===== src/rtl/lnk_err_pkg.sv =====
package lnk_err_pkg;
  localparam int REG_W = 32;
  localparam int MISC_W = 6;

  // bit positions decoded by software
  localparam int B_XCHG     = 26;
  localparam int B_UNK_FIS  = 25;
  localparam int B_TRANSP   = 24;
  localparam int B_LINK_SEQ = 23;
  localparam int B_NAK      = 22;
  localparam int B_CRC      = 21;
  localparam int B_DISP     = 20;
  localparam int B_DECODE   = 19;
  localparam int B_WAKE     = 18;
  localparam int B_PHY_INT  = 17;
  localparam int B_RDY_CHG  = 16;

  // implemented (sticky) positions; all others read zero
  localparam logic [REG_W-1:0] IMPL_MASK = 32'h07EF_0F03;
endpackage


===== src/rtl/lnk_err_qual.sv =====
module lnk_err_qual
  import lnk_err_pkg::*;
#(
  parameter int LEN_W       = 16,
  parameter int UNK_MAX_LEN = 64
) (
  input  logic              clk,
  input  logic              ev_cominit,
  input  logic              ev_comwake,
  input  logic              ev_phy_int_err,
  input  logic              phy_rdy,
  input  logic              ev_link_seq_err,
  input  logic              ev_rx_nak,
  input  logic              ev_rx_crc_err,
  input  logic              ev_transport_err,
  input  logic              ev_unk_frame,
  input  logic [LEN_W-1:0]  unk_len,
  input  logic              ev_decode_err,
  input  logic              decode_on_data,
  input  logic [MISC_W-1:0] ev_misc_err,
  output logic [REG_W-1:0]  set_vec,
  output logic              rdy_chg
);
  localparam logic [LEN_W-1:0] MAX_LEN = LEN_W'(UNK_MAX_LEN);

  logic phy_rdy_q;
  logic unk_short, unk_long;

  // tracks the level through reset so no spurious change follows release
  always_ff @(posedge clk) phy_rdy_q <= phy_rdy;

  assign rdy_chg   = phy_rdy ^ phy_rdy_q;
  assign unk_short = ev_unk_frame && (unk_len <= MAX_LEN);
  assign unk_long  = ev_unk_frame && (unk_len >  MAX_LEN);

  always_comb begin
    set_vec              = '0;
    set_vec[B_XCHG]      = ev_cominit;
    set_vec[B_UNK_FIS]   = unk_short;
    set_vec[B_TRANSP]    = ev_transport_err | unk_long;
    set_vec[B_LINK_SEQ]  = ev_link_seq_err;
    set_vec[B_NAK]       = ev_rx_nak;
    set_vec[B_CRC]       = ev_rx_crc_err;
    set_vec[B_DECODE]    = ev_decode_err & decode_on_data;
    set_vec[B_WAKE]      = ev_comwake;
    set_vec[B_PHY_INT]   = ev_phy_int_err;
    set_vec[B_RDY_CHG]   = rdy_chg;
    set_vec[11:8]        = ev_misc_err[5:2];
    set_vec[1:0]         = ev_misc_err[1:0];
  end
endmodule


===== src/rtl/lnk_err_cell.sv =====
module lnk_err_cell (
  input  logic clk,
  input  logic clr_all,
  input  logic set,
  input  logic clr,
  output logic q
);
  always_ff @(posedge clk) begin
    if (clr_all)  q <= 1'b0;
    else if (set) q <= 1'b1;
    else if (clr) q <= 1'b0;
  end

  // an event in a clearing cycle is kept
  a_r3_set_wins: assert property (@(posedge clk) disable iff (clr_all)
    (set && clr) |=> q);

  // without clear or reset a set bit holds
  a_r1_sticky_hold: assert property (@(posedge clk) disable iff (clr_all)
    (q && !clr) |=> q);
endmodule


===== src/rtl/lnk_err_sticky.sv =====
module lnk_err_sticky
  import lnk_err_pkg::*;
#(
  parameter int LEN_W       = 16,
  parameter int UNK_MAX_LEN = 64
) (
  input  logic              clk,
  input  logic              rst,
  input  logic              port_rst,
  input  logic              reg_sel,
  input  logic              reg_we,
  input  logic [31:0]       reg_wdata,
  output logic [31:0]       reg_rdata,
  input  logic              ev_cominit,
  input  logic              ev_comwake,
  input  logic              ev_phy_int_err,
  input  logic              phy_rdy,
  input  logic              ev_link_seq_err,
  input  logic              ev_rx_nak,
  input  logic              ev_rx_crc_err,
  input  logic              ev_transport_err,
  input  logic              ev_unk_frame,
  input  logic [LEN_W-1:0]  unk_len,
  input  logic              ev_decode_err,
  input  logic              decode_on_data,
  input  logic [5:0]        ev_misc_err,
  output logic              irq_conn_change,
  output logic              irq_rdy_change
);
  logic             clr_all;
  logic             wr_hit, rd_hit;
  logic [REG_W-1:0] set_vec;
  logic [REG_W-1:0] status;
  logic             rdy_chg;

  assign clr_all = rst | port_rst;
  assign wr_hit  = reg_sel &  reg_we;
  assign rd_hit  = reg_sel & ~reg_we;

  lnk_err_qual #(.LEN_W(LEN_W), .UNK_MAX_LEN(UNK_MAX_LEN)) u_qual (
    .clk              (clk),
    .ev_cominit       (ev_cominit),
    .ev_comwake       (ev_comwake),
    .ev_phy_int_err   (ev_phy_int_err),
    .phy_rdy          (phy_rdy),
    .ev_link_seq_err  (ev_link_seq_err),
    .ev_rx_nak        (ev_rx_nak),
    .ev_rx_crc_err    (ev_rx_crc_err),
    .ev_transport_err (ev_transport_err),
    .ev_unk_frame     (ev_unk_frame),
    .unk_len          (unk_len),
    .ev_decode_err    (ev_decode_err),
    .decode_on_data   (decode_on_data),
    .ev_misc_err      (ev_misc_err),
    .set_vec          (set_vec),
    .rdy_chg          (rdy_chg)
  );

  for (genvar i = 0; i < REG_W; i++) begin : g_bit
    if (IMPL_MASK[i]) begin : g_cell
      lnk_err_cell u_cell (
        .clk     (clk),
        .clr_all (clr_all),
        .set     (set_vec[i]),
        .clr     (wr_hit & reg_wdata[i]),
        .q       (status[i])
      );
    end else begin : g_tie
      assign status[i] = 1'b0;
    end
  end

  always_ff @(posedge clk) begin
    if (clr_all) begin
      reg_rdata       <= '0;
      irq_conn_change <= 1'b0;
      irq_rdy_change  <= 1'b0;
    end else begin
      reg_rdata       <= rd_hit ? status : '0;
      irq_conn_change <= ev_cominit;
      irq_rdy_change  <= rdy_chg;
    end
  end

  // reset empties register and pulses
  a_r4_reset_clears: assert property (@(posedge clk)
    clr_all |=> (status == '0 && !irq_conn_change && !irq_rdy_change));

  // reserved and disparity positions never show
  a_r5_reserved_zero: assert property (@(posedge clk) disable iff (rst)
    ((reg_rdata & ~IMPL_MASK) == '0) && !reg_rdata[B_DISP]);

  // connect detect latched and forwarded
  a_r6_cominit: assert property (@(posedge clk) disable iff (clr_all)
    ev_cominit |=> (irq_conn_change && status[B_XCHG]));

  // a ready-level change is latched and forwarded
  a_r9_rdy_change: assert property (@(posedge clk) disable iff (clr_all)
    (phy_rdy != $past(phy_rdy)) |=> (irq_rdy_change && status[B_RDY_CHG]));

  // no data on non-read cycles
  a_r11_idle_rdata: assert property (@(posedge clk) disable iff (clr_all)
    !rd_hit |=> (reg_rdata == '0));
endmodule


===== config.mk =====
export PLATFORM = sky130hd
export DESIGN_NAME = lnk_err_sticky
export DESIGN_NICKNAME = d
export VERILOG_FILES = /design/src/rtl/lnk_err_pkg.sv /design/src/rtl/lnk_err_qual.sv /design/src/rtl/lnk_err_cell.sv /design/src/rtl/lnk_err_sticky.sv
export SDC_FILE = /design/constraint.sdc
export NUM_CORES = 1
export LEC_CHECK = 0
export BUFFER_PORTS_ARGS = -buffer_cell sky130_fd_sc_hd__buf_2
export CAP_MARGIN = 20
export CORE_ASPECT_RATIO = 0.8
export CORE_MARGIN = 8
export CORE_UTILIZATION = 41
export DETAILED_ROUTE_END_ITERATION = 8
export GPL_TIMING_DRIVEN = 0
export MAX_ROUTING_LAYER = met4
export PLACE_DENSITY = 0.87
export SLEW_MARGIN = 20
export SYNTH_ARGS = -nofsm -noshare
export SYNTH_HDL_FRONTEND = slang
export SYNTH_SLANG_ARGS = --single-unit

===== constraint.sdc =====
create_clock -name clk -period 2.68 [get_ports clk]
set_input_delay 0.268 -clock clk [delete_from_list [all_inputs] [get_ports clk]]
set_output_delay 0.268 -clock clk [all_outputs]
set_load 0.01 [all_outputs]

==> out/metrics.json <==
{
  "outcome": {"value": "finished clean"},
  "synth.ff_latch_count": {"value": 35},
  "fp.dieArea": {"value": 5300, "unit": "µm²"},
  "cts-hold-fix-buffers": {"value": 0},
  "final_layout_size_suffix_gt1_share": {"value": 43.7, "unit": "%"},
  "clock_insertion_delay_worst_skew": {"value": 0.28, "unit": "ns"},
  "finalWorstPathRequiredPeriod": {"value": 1.18, "unit": "ns"},
  "kind_of_capture_point_of_the_worst_setup_path": {"value": "flop"},
  "final.setup_skew": {"value": 0.00706, "unit": "ns"},
  "timing.final.crit_share": {"value": 44.0, "unit": "%"},
  "pwr_density_cell": {"value": 602, "unit": "nW/µm²"},
  "grt_start_max_net_pins": {"value": 12},
  "number_of_antenna_repair_diodes": {"value": 0},
  "ys_warn_count": {"value": 0},
  "timing.hold.worst.class": {"value": "primary input to flop"},
  "syn2layout_area_growth": {"value": 43.2, "unit": "%"},
  "dp.final_hpwl": {"value": 2730, "unit": "µm"},
  "synthesis.area": {"value": 1320, "unit": "µm²"},
  "first_pass_iters": {"value": 4},
  "finalWeightedCongestion": {"value": 0.704},
  "antenna_found_initial": {"value": 0},
  "grt_first_pass_wirelength": {"value": 5230, "unit": "µm"},
  "io-pin-count": {"value": 104},
  "die_w": {"value": 79.4, "unit": "µm"},
  "reg2reg_from": {"value": "u_qual.phy_rdy_q$_DFF_P_"},
  "cp-endpoint": {"value": "reg_rdata[1]$_SDFF_PP0_"},
  "static-leakage-power": {"value": 0.962, "unit": "nW"},
  "critical_path.startpoint": {"value": "port_rst"},
  "grt.total_usage": {"value": 13.1, "unit": "%"},
  "design.core.area": {"value": 3090, "unit": "µm²"},
  "cts.reportedPaths.clkPinSlew": {"value": 0.07, "unit": "ns"},
  "post_cts.repair.setup_buffers": {"value": 0},
  "first_iter_violations": {"value": 44},
  "final_slew_violations": {"value": 0},
  "clk_path_buf_depth": {"value": 2},
  "routed_via_density": {"value": 4.40},
  "placement_rows": {"value": 18},
  "sort_of_element_at_the_start_of_the_critical_path": {"value": "primary input"},
  "synthCells": {"value": 139},
  "ys_seq_area_share": {"value": 53.1, "unit": "%"},
  "hold_violations": {"value": 0},
  "synth_cell_type_count": {"value": 26},
  "worst_ir_drop_vdd": {"value": 0.235, "unit": "mV"},
  "post_cts_resized": {"value": 0},
  "chipHeight": {"value": 66.7, "unit": "µm"},
  "residual_overflow_from_global_routing": {"value": 0},
  "postRouteAntennaNets": {"value": 0},
  "cts.sink_count": {"value": 35},
  "setup_tns": {"value": 0, "unit": "ns"},
  "crit_arrival": {"value": 1.40, "unit": "ns"},
  "path_max_fanout": {"value": 10},
  "timing_worst_setup_path_type": {"value": "primary input to flop"},
  "final_design_area_no_fill": {"value": 1890, "unit": "µm²"},
  "post_drt_wl_per_cell": {"value": 12.5, "unit": "µm"},
  "cts-root-buf": {"value": "clkbuf_8"},
  "fmaxAchievable": {"value": 848, "unit": "MHz"},
  "effective_utilization_at_floorplan": {"value": 42.7, "unit": "%"},
  "inserted_clock_buffers": {"value": 5},
  "via_count_of_the_first_global_routing_pass": {"value": 1225},
  "report.power.total": {"value": 1.14, "unit": "mW"},
  "htree_levels": {"value": 2},
  "max_slew_margin": {"value": 64.4, "unit": "%"},
  "layout.nets": {"value": 300},
  "crit_required": {"value": 2.90, "unit": "ns"},
  "via_total_after_detailed_routing": {"value": 1193},
  "worst_tran_pin_value": {"value": 0.532, "unit": "ns"},
  "fin_util": {"value": 61.2, "unit": "%"},
  "crit-reg2reg-capture": {"value": "g_bit[16].g_cell.u_cell.q$_SDFFE_PP0P_"},
  "final_cell_mix": {"value": "buf_2 (72), dfxtp_1 (35), nand3_1 (17), buf_4 (17)"},
  "placement.io_buffers": {"value": 69},
  "post_dp_cell_area": {"value": 1770, "unit": "µm²"},
  "timing.reg2reg.setup_slack": {"value": 1.85, "unit": "ns"},
  "cts_tree": {"value": "built"},
  "layout_commonest_cell": {"value": "buf_2"},
  "syn_area_per_cell": {"value": 9.49, "unit": "µm²"},
  "setup_repair_after_global_routing_missed_its_margin": {"value": "false"},
  "finalSetupViolations": {"value": 0},
  "route.detailed.drc": {"value": 0},
  "r2r_cells": {"value": 3},
  "postRouteWirelength": {"value": 3400, "unit": "µm"},
  "drv.max_cap_violation_count": {"value": 0}
}
[worst min path at each step]
| stage | startpoint | to | slack, ns | depth (start not counted) |
|---|---|---|---|---|
| floorplan | phy_rdy | u_qual.phy_rdy_q$_DFF_P_ | 0.30 | 0 |
| global placement | phy_rdy | u_qual.phy_rdy_q$_DFF_P_ | 0.40 | 1 |
| detailed placement | phy_rdy | u_qual.phy_rdy_q$_DFF_P_ | 0.41 | 1 |
| CTS | phy_rdy | u_qual.phy_rdy_q$_DFF_P_ | 0.12 | 1 |
| global route | phy_rdy | u_qual.phy_rdy_q$_DFF_P_ | 0.12 | 1 |
| finish | phy_rdy | u_qual.phy_rdy_q$_DFF_P_ | 0.13 | 1 |
[state kept, by name, indices dropped and copies added (netlist names)]
register and cells:
u_qual.phy_rdy_q 1, g_bit.g_cell.u_cell.q 16, irq_rdy_change 1, reg_rdata 16
irq_conn_change 1
[kinds of logic after synthesis]
logic type             share of synthesized area [%]
AO/OA/AOI/OAI                                   9.11
XOR/XNOR                                       0.664
buffers and inverters                           11.7
flip-flops                                      53.1
other                                          0.284
AND/OR/NAND/NOR                                 25.1
[cells in the mapped netlist]
cell type  instances  area share (%)
o211ai_1           2             1.1
clkbuf_1           3            0.85
buf_2              3             1.1
a31o_2             1            0.66
nand3_1           17             6.5
o21a_1             1            0.57
dfxtp_1           35              53
o2111ai_1          1            0.66
nor2_1            16             4.6
buf_4             17             9.7
nor4_1             1            0.47
xnor2_1            1            0.66
nand2_1            2            0.57
nand4b_1           1            0.66
conb_1             1            0.28
a21oi_1           12             4.6
or2_1              1            0.47
a22oi_1            1            0.57
and3_1             1            0.47
nor3b_4            1             1.4
and4b_1            1            0.76
o31ai_2            1            0.95
nor3_1             1            0.38
or2_0              1            0.47
or4_4              1            0.85
and2_1            16             7.6
[power by group]
group | total [mW] | leakage (nW) | switching [mW] | internal [mW]
Combinational | 0.120 | 0.615 | 0.0566 | 0.0630
Clock | 0.476 | 0.0612 | 0.176 | 0.301
Sequential | 0.542 | 0.285 | 0.00596 | 0.536
[through the flow]
step                      hold WS, ns  instances  setup WS, ns
after floorplan                 0.296        154          1.45
after global placement          0.398        263          1.22
after detailed placement        0.407        263          1.21
after CTS                       0.121        271          1.49
after global routing            0.118        271          1.41
final                           0.126        271          1.50
[per-layer routing]
| metal | GRT usage (%) | part of all wire (%) |
|---|---|---|
| met1 | 14.2 | 44 |
| met2 | 21.4 | 47 |
| met3 | 3.90 | 7.0 |
| met4 | 6.91 | 1.4 |
| met5 | - | 0 |
[worst max-delay path: stages]
cell     delay (ns)
buf_2          0.10
or2_1          0.21
buf_2          0.17
nor3b_4        0.30
buf_4          0.22
and2_1         0.13
[layout make-up]
cell class              instances  area, µm²
plain buffers                  23        154
clock buffers                   6       82.6
clock inverters                 2       35.0
fillers                       276       1200
multi-input cells              96        520
flip-flops and latches         35        701
well taps                      40       50.0
repair buffers                 69        345
Power figures use the tool's default switching activity.
